File: src/rtl/intr_status_pkg.sv
package intr_status_pkg;

  // Word selector decoded from the low two address bits
  typedef enum logic [1:0] {
    WSEL_STAT = 2'd0,  // write-one-to-clear status
    WSEL_SETA = 2'd1,  // write-one-to-set alias, reads status
    WSEL_MASK = 2'd2,  // mask register
    WSEL_SUMM = 2'd3   // read-only masked status
  } wsel_e;

  localparam int unsigned LANE_BITS = 8;

  // Byte lane that owns a given data bit
  function automatic int unsigned lane_of(input int unsigned bit_idx);
    return bit_idx / LANE_BITS;
  endfunction

endpackage

File: src/rtl/intr_bus_ctl.sv
module intr_bus_ctl
  import intr_status_pkg::*;
#(
  parameter int unsigned ADDR_W = 3
) (
  input  logic              clk,
  input  logic              rst_n,
  input  logic              cs,
  input  logic              wr,
  input  logic [ADDR_W-1:0] addr,
  output logic              ack,
  output logic              capture,
  output logic              commit,
  output wsel_e             sel,
  output logic              sel_valid
);

  logic ack_q;

  // First cycle of an access: take read data, raise ack
  assign capture = cs & ~ack_q;
  // Second cycle: the only one that may change state
  assign commit  = cs & wr & ack_q;

  always_ff @(posedge clk or negedge rst_n) begin
    if (!rst_n) ack_q <= 1'b0;
    else        ack_q <= capture;
  end

  assign ack       = ack_q;
  assign sel       = wsel_e'(addr[1:0]);
  assign sel_valid = (addr[ADDR_W-1:2] == '0);

endmodule

File: src/rtl/intr_stat_bits.sv
module intr_stat_bits #(
  parameter int unsigned DATA_W = 32
) (
  input  logic              clk,
  input  logic              rst_n,
  input  logic [DATA_W-1:0] set_vec,
  input  logic [DATA_W-1:0] clr_vec,
  output logic [DATA_W-1:0] stat
);

  // Set has priority over clear
  function automatic logic next_bit(input logic cur, input logic s, input logic c);
    return s | (cur & ~c);
  endfunction

  for (genvar i = 0; i < DATA_W; i++) begin : g_bit
    always_ff @(posedge clk or negedge rst_n) begin
      if (!rst_n) stat[i] <= 1'b0;
      else        stat[i] <= next_bit(stat[i], set_vec[i], clr_vec[i]);
    end
  end

endmodule

File: src/rtl/intr_mask_reg.sv
module intr_mask_reg
  import intr_status_pkg::*;
#(
  parameter int unsigned DATA_W = 32,
  localparam int unsigned LANES = DATA_W / LANE_BITS
) (
  input  logic              clk,
  input  logic              rst_n,
  input  logic [LANES-1:0]  lane_we,
  input  logic [DATA_W-1:0] wdata,
  output logic [DATA_W-1:0] mask
);

  for (genvar k = 0; k < LANES; k++) begin : g_lane
    always_ff @(posedge clk or negedge rst_n) begin
      if (!rst_n)          mask[k*LANE_BITS +: LANE_BITS] <= '0;
      else if (lane_we[k]) mask[k*LANE_BITS +: LANE_BITS] <= wdata[k*LANE_BITS +: LANE_BITS];
    end
  end

endmodule

File: src/rtl/intr_status_slice.sv
module intr_status_slice
  import intr_status_pkg::*;
#(
  parameter int unsigned DATA_W = 32,
  parameter int unsigned ADDR_W = 3,
  localparam int unsigned LANES = DATA_W / LANE_BITS
) (
  input  logic              clk,
  input  logic              rst_n,
  input  logic              bus_cs,
  input  logic              bus_wr,
  input  logic [ADDR_W-1:0] bus_addr,
  input  logic [DATA_W-1:0] bus_wdata,
  input  logic [LANES-1:0]  bus_be,
  output logic [DATA_W-1:0] bus_rdata,
  output logic              bus_ack,
  input  logic [DATA_W-1:0] hw_evt,
  output logic [DATA_W-1:0] stat_o,
  output logic              irq_o
);

  // Spread byte enables over their data bits
  function automatic logic [DATA_W-1:0] expand_lanes(input logic [LANES-1:0] be);
    logic [DATA_W-1:0] r;
    for (int i = 0; i < DATA_W; i++) r[i] = be[lane_of(i)];
    return r;
  endfunction

  logic              capture, commit, sel_valid;
  wsel_e             sel;
  logic              hit_stat, hit_seta, hit_mask;
  logic [DATA_W-1:0] clr_vec, sw_set_vec, set_vec;
  logic [LANES-1:0]  mask_we;
  logic [DATA_W-1:0] stat, mask, masked, rd_mux, rdata_q;

  intr_bus_ctl #(.ADDR_W(ADDR_W)) u_bus (
    .clk       (clk),
    .rst_n     (rst_n),
    .cs        (bus_cs),
    .wr        (bus_wr),
    .addr      (bus_addr),
    .ack       (bus_ack),
    .capture   (capture),
    .commit    (commit),
    .sel       (sel),
    .sel_valid (sel_valid)
  );

  assign hit_stat   = commit & sel_valid & (sel == WSEL_STAT);
  assign hit_seta   = commit & sel_valid & (sel == WSEL_SETA);
  assign hit_mask   = commit & sel_valid & (sel == WSEL_MASK);

  assign clr_vec    = hit_stat ? (bus_wdata & expand_lanes(bus_be)) : '0;
  assign sw_set_vec = hit_seta ? bus_wdata : '0;
  assign set_vec    = hw_evt | sw_set_vec;
  assign mask_we    = hit_mask ? bus_be : '0;

  intr_stat_bits #(.DATA_W(DATA_W)) u_stat (
    .clk     (clk),
    .rst_n   (rst_n),
    .set_vec (set_vec),
    .clr_vec (clr_vec),
    .stat    (stat)
  );

  intr_mask_reg #(.DATA_W(DATA_W)) u_mask (
    .clk     (clk),
    .rst_n   (rst_n),
    .lane_we (mask_we),
    .wdata   (bus_wdata),
    .mask    (mask)
  );

  assign masked = stat & mask;

  always_comb begin
    rd_mux = '0;
    if (sel_valid) begin
      unique case (sel)
        WSEL_STAT, WSEL_SETA: rd_mux = stat;
        WSEL_MASK:            rd_mux = mask;
        WSEL_SUMM:            rd_mux = masked;
        default:              rd_mux = '0;
      endcase
    end
  end

  always_ff @(posedge clk or negedge rst_n) begin
    if (!rst_n)       rdata_q <= '0;
    else if (capture) rdata_q <= rd_mux;
  end

  assign bus_rdata = rdata_q;
  assign stat_o    = stat;
  assign irq_o     = |masked;

endmodule

File: config.mk
export PLATFORM = sky130hd
export DESIGN_NAME = intr_status_slice
export DESIGN_NICKNAME = d
export VERILOG_FILES = /design/src/rtl/intr_status_pkg.sv /design/src/rtl/intr_bus_ctl.sv /design/src/rtl/intr_stat_bits.sv /design/src/rtl/intr_mask_reg.sv /design/src/rtl/intr_status_slice.sv
export SDC_FILE = /design/constraint.sdc
export NUM_CORES = 1
export LEC_CHECK = 0
export BUFFER_PORTS_ARGS = -buffer_cell sky130_fd_sc_hd__buf_2
export CELL_PAD_IN_SITES_DETAIL_PLACEMENT = 1
export CELL_PAD_IN_SITES_GLOBAL_PLACEMENT = 1
export CORE_ASPECT_RATIO = 1.1
export CORE_MARGIN = 3
export CORE_UTILIZATION = 42
export CTS_BUF_LIST = sky130_fd_sc_hd__clkbuf_4 sky130_fd_sc_hd__clkbuf_8 sky130_fd_sc_hd__clkbuf_16
export CTS_CLUSTER_SIZE = 24
export DETAILED_ROUTE_END_ITERATION = 8
export PLACE_DENSITY = 0.95
export SYNTH_ARGS = -nofsm -noshare
export SYNTH_HDL_FRONTEND = slang
export SYNTH_SLANG_ARGS = --single-unit
export TNS_END_PERCENT = 1
File: constraint.sdc
create_clock -name clk -period 2.29 [get_ports clk]
set_input_delay 0.1145 -clock clk [delete_from_list [all_inputs] [get_ports clk]]
set_output_delay 0.1145 -clock clk [all_outputs]
set_load 0.03 [all_outputs]
[Word level (Yosys, flattened, before mapping)]
Index checks and enable logic that the tools add are counted.
Word-level totals
  bits in registers: 97
  input port bits: 75
  output and inout port bits: 66
Cells by class
  equality and inequality tests: 3
  muxes and demuxes: 5
  bitwise gates (word level): 108
  reduce and logical (&&, ||, !) cells: 3
Operator list (number)
  two-way mux 32 bit: 3
  case mux 32 bit (3 select lines): 1
  bitwise AND 32 bit: 2
  bitwise AND 1 bit: 39
  NOT 1 bit: 34
  bitwise OR 1 bit: 32
  bitwise OR 32 bit: 1
  OR reduction 32 bit: 1
  equality test 2 bit (second input constant): 2
  two-way mux 4 bit: 1
  equality test 2 x 1 -> 1 bit (second input constant): 1
  logical NOT 2 bit: 1
  OR reduction 2 bit: 1

[Depth between registers and ports, before layout]
  depth after elaboration: 8
  mapped depth: 7
  gate-level depth less buffers: 3

[Cells and area by module]
From an unflattened synthesis, not the netlist that was laid out.
Second synthesis, totals
  cell total of the unflattened synthesis: 448
  area total of the unflattened synthesis: 4898.4 um^2
Modules (own cells, without submodules)
  intr_status_slice: instances 1, cells each 278, area each 2351.0 um^2, sequential area each 800.8 um^2
  intr_mask_reg: instances 1, cells each 68, area each 1326.3 um^2, sequential area each 800.8 um^2
  intr_stat_bits: instances 1, cells each 96, area each 1161.1 um^2, sequential area each 800.8 um^2
  intr_bus_ctl: instances 1, cells each 6, area each 60.1 um^2, sequential area each 25.0 um^2

[Worst setup path before layout]
OpenSTA, ideal clock, no wires.
  path type: reg-to-reg
  start: register u_bus.ack_q, in the netlist u_bus.ack
  end: register u_stat.stat[17]
  arrival time: 1.616 ns
  required time: 2.164 ns
  setup slack: 0.548 ns
  cell stages (with the launch flop): 7
  buffers on the path: 3
  period minus slack after synthesis: 1.742 ns
  cell sequence: dfrtp_1 > and4b_1 > buf_6 > and3b_1 > buf_2 > buf_6 > a221o_1
Between the ends
  cells in the longest elaborated chain, start to end: 7
RTL lines
  start, declared: RTL line intr_bus_ctl.sv:18  | logic ack_q;
  start signal, assigned: RTL line intr_bus_ctl.sv:27  | else ack_q <= capture;
  bitwise AND 1 bit (*): RTL line intr_bus_ctl.sv:23  | assign commit = cs & wr & ack_q;
  bitwise AND 1 bit (*): RTL line intr_status_slice.sv:49, intr_status_slice.sv:50
  bitwise AND 1 bit: RTL line intr_status_slice.sv:49  | assign hit_stat = commit & sel_valid & (sel == WSEL_STAT);
  two-way mux 32 bit: RTL line intr_status_slice.sv:53  | assign clr_vec = hit_stat ? (bus_wdata & expand_lanes(bus_be)) : '0;
  NOT 1 bit: RTL line intr_stat_bits.sv:13  | return s | (cur & ~c);
  bitwise AND 1 bit: RTL line intr_stat_bits.sv:13
  bitwise OR 1 bit (*): RTL line intr_stat_bits.sv:13
  end signal, assigned by index: RTL line intr_stat_bits.sv:19  | else stat[i] <= next_bit(stat[i], set_vec[i], clr_vec[i]);
  end, declared: RTL line intr_stat_bits.sv:8  | output logic [DATA_W-1:0] stat
Every way passes the cells marked *; elsewhere a longest branch is shown, timed or not.
A chain may end at the register's enable or synchronous reset.

[Worst setup path after layout]
  start: register u_stat.stat[30]
  end: output irq_o
Between the ends
  cells in the longest elaborated chain, start to end: 2
RTL lines
  bitwise AND 32 bit: RTL line intr_status_slice.sv:74  | assign masked = stat & mask;
  OR reduction 32 bit: RTL line intr_status_slice.sv:95  | assign irq_o = |masked;
  end, declared: RTL line intr_status_slice.sv:19  | output logic irq_o
No other way between the ends.

==> summary.md <==
| Metric | Value |
|---|---|
| Outcome | `complete, no violations` |
| Power Density | `691 nW/um^2` |
| Layout cells sized above 1 | `36.8%` |
| Worst relative slew slack | `59.8%` |
| Avg WL per Cell | `25.9 um` |
| IO Count | `141` |
| Iter 0 DRT Violations | `468` |
| Filler Cells Inserted | `1107` |
| Critical Path RT | `2.18 ns` |
| Worst-path clk slew | `0.10 ns` |
| Syn Nets | `460` |
| RePlAce Congestion | `0.829` |
| Pre-Repair DR Iteration Count | `5` |
| Final period util | `94.0%` |
| CTS Sinks | `97` |
| Sw Share | `30.3%` |
| Fin. Hold Viols | `0` |
| Routed Antenna Nets | `0` |
| Fmax | `465 MHz` |
| Top FF cell, synth | `dfrtp_1` |
| FFs w/ async S/R, synth | `100%` |
| Final setup fails | `0` |
| Largest net degree at the start of global routing | `66` |
| Layout Skew | `0.0129 ns` |
| CTS H-tree depth | `3` |
| Hold Path End | `u_stat.stat[28]` |
| Min-Delay Path Class | `input port to flip-flop` |
| Sequential Power Share | `48.7%` |
| Clk root buf | `clkbuf_8` |
| Worst Hold Launch | `bus_wdata[28]` |
| Post-synthesis cell count | `385` |
| NetSw | `1210 uW` |
| DRC | `0` |
| Initial antenna violation count | `0` |
| Ys Warns | `0` |
| Startpoint Class | `flip-flop` |
| EDFF count, synth | `0` |
| Post-synthesis cell area | `4410 um^2` |
| WHS Path Cells | `2` |
| Total CTS buffers | `9` |
| Post-synth top area share | `55.1%` |
| Critical R2R Capture | `u_mask.mask[11]` |
| Crit end category | `primary output` |
| # Max-Cap Violations | `0` |
| Synth area leaders | `dfrtp_1 55%, mux2_2 8.2%, a221o_1 7.3%` |
| Setup CP Type | `flip-flop to primary output` |
| Area grow syn2layout | `31.6%` |
| Combinational Power Share | `19.1%` |
| DR vias | `4380` |
| Most common cell in the netlist | `dfrtp_1` |
| Internal power | `2790 uW` |
| Clk Latency, worst-skew pair | `0.36 ns` |
| Setup Fix Bufs, Post-CTS | `0` |
| Netlist cell types | `20` |
| Core area | `10000 um^2` |
| CTS tree | `built` |
| Sequential area share after synthesis | `55.1%` |
| Die Y | `113 um` |
| Yosys reg bits | `97` |
| Max IR drop VDD | `0.000326 V` |
| Tot Pwr | `4010 uW` |
| Port-buffer cells | `140` |
| Max FO, Critical Path | `4` |
| R2r setup slk | `0.27 ns` |
| First-pass GRT wire length | `27900 um` |
| GRT Total Usage | `30.6%` |
| Critical path arrival | `2.04 ns` |
| Total gr overflow | `0` |
| Worst Reg-to-Reg Cells | `3` |
| Leak pwr | `0.00257 uW` |
| Clock share of power | `32.3%` |
| Wirelength, routed | `17900 um` |
| Nets | `623` |
| Slew @ Worst Pin | `0.595 ns` |
| RSZ-0062 raised after global routing | `no` |
| Crit path time final | `2.15 ns` |
| Longest Clk Path Bufs | `2` |
| Average size of a mapped cell | `11.4 um^2` |
| Slew Viols, Final | `0` |
| Most common library cells after synthesis | `97 x dfrtp_1, 36 x nand4_1, 33 x nor2_1, 33 x nor2b_1` |
| Worst R2R Start | `u_bus.ack` |
| Post-DR vias/cell | `6.32` |
| Die Wd | `104 um` |
| Vias in the first global route | `4750` |
| Fin Setup TNS | `0 ns` |
| Effective utilization at floorplan | `43.9%` |
| Die ar. | `11800 um^2` |
| Cell row count | `38` |
| Yosys top cell by area | `dfrtp_1` |
| DP Wirelength | `11900 um` |
==> state kept, by name, indices dropped and copies added (netlist names) <==
name	flops
u_bus.ack	1
u_stat.stat	32
bus_rdata	32
u_mask.mask	32
==> cell families (layout without fill, tap and decap cells) <==
| group | after synthesis | after routing | share of synthesized area, % |
|---|---|---|---|
| buf+inv | 34 | 201 | 3.83 |
| simple gates | 142 | 142 | 16.5 |
| other cells | 0 | 1 | 0 |
| mux | 32 | 32 | 8.18 |
| flops | 97 | 97 | 55.1 |
| compound gates | 80 | 80 | 16.4 |
==> placed cells by master (no fill, tap or decap), drive strengths merged, types with 2 or more instances in the layout <==
| master | n |
|---|---|
| clkbuf | 11 |
| nand3 | 4 |
| o41ai | 32 |
| a221o | 32 |
| dlygate4sd3 | 32 |
| nor2b | 33 |
| a22oi | 16 |
| bufinv | 2 |
| nor2 | 33 |
| nand2 | 32 |
| mux2 | 32 |
| buf | 153 |
| dfrtp | 97 |
| nand4 | 36 |
==> power groups by stage <==
| stage | Sequential (uW) | Combinational, uW | Clock (uW) |
|---|---|---|---|
| floorplan | 2070 | 259 | 0 |
| detailed placement | 1970 | 691 | 0 |
| finish | 1950 | 764 | 1290 |
| global route | 1960 | 811 | 1360 |
| global placement | 1960 | 656 | 0 |
| CTS | 1940 | 749 | 1280 |
==> layout make-up <==
type / instances / area [um^2] / area share, %
clock inverters: 4 / 76.3 / 1.32
clock buffers: 11 / 151 / 2.61
well taps: 140 / 175 / 3.02
multi-input cells: 254 / 1820 / 31.3
inverters: 1 / 3.75 / 0.0647
repair buffers: 185 / 1150 / 19.8
diodes: 1 / 2.50 / 0.0431
flip-flops and latches: 97 / 2430 / 41.9
==> critical path: stages, from the launching register on <==
cell and delay [ns]:
dfrtp_1 0.45, a22oi_1 0.32, nand4_1 0.15, or4_1 0.55, buf_2 0.20
==> layer usage <==
| layer | vias up | global-route usage (%) | share of wire [%] |
|---|---|---|---|
| met3 | 60 | 5.15 | 7.8 |
| met4 | 0 | 12.3 | 3.2 |
| met5 | - | 0 | 0 |
| met1 | 2238 | 38.2 | 38 |
| li1 | 1802 | - | - |
| met2 | 280 | 53.5 | 51 |
==> how the worst max path moves through the flow <==
stage | from | endpoint | cells past startpoint
after floorplan | u_bus.ack | u_stat.stat[17] | 6
after global placement | u_bus.ack | u_mask.mask[10] | 3
after detailed placement | u_bus.ack | u_mask.mask[11] | 3
after CTS | u_stat.stat[30] | irq_o | 4
after global routing | u_stat.stat[30] | irq_o | 4
final | u_stat.stat[30] | irq_o | 4
==> metrics by stage <==
step / instance area, um^2 / worst slack [ns] / instances / hold slack [ns] / util, %
finish: 5800 / 0.138 / 693 / 0.0121 / 57.8
detailed placement: 5250 / 0.376 / 645 / 0.151 / 52.3
global route: 5800 / 0.0915 / 692 / 0.00726 / 57.8
CTS: 5800 / 0.168 / 692 / 0.00462 / 57.8
global placement: 5250 / 0.572 / 645 / 0.145 / 52.3
floorplan: 4410 / 0.548 / 385 / -0.181 / -
==> timing repair <==
action / CTS / global route
setup endpoints to repair: 0 / 0
hold endpoints to repair: 75 / 0
hold buffers: 32 / 0
gates resized for setup: 0 / 0
No activity file was read; power rests on OpenSTA's default activity.
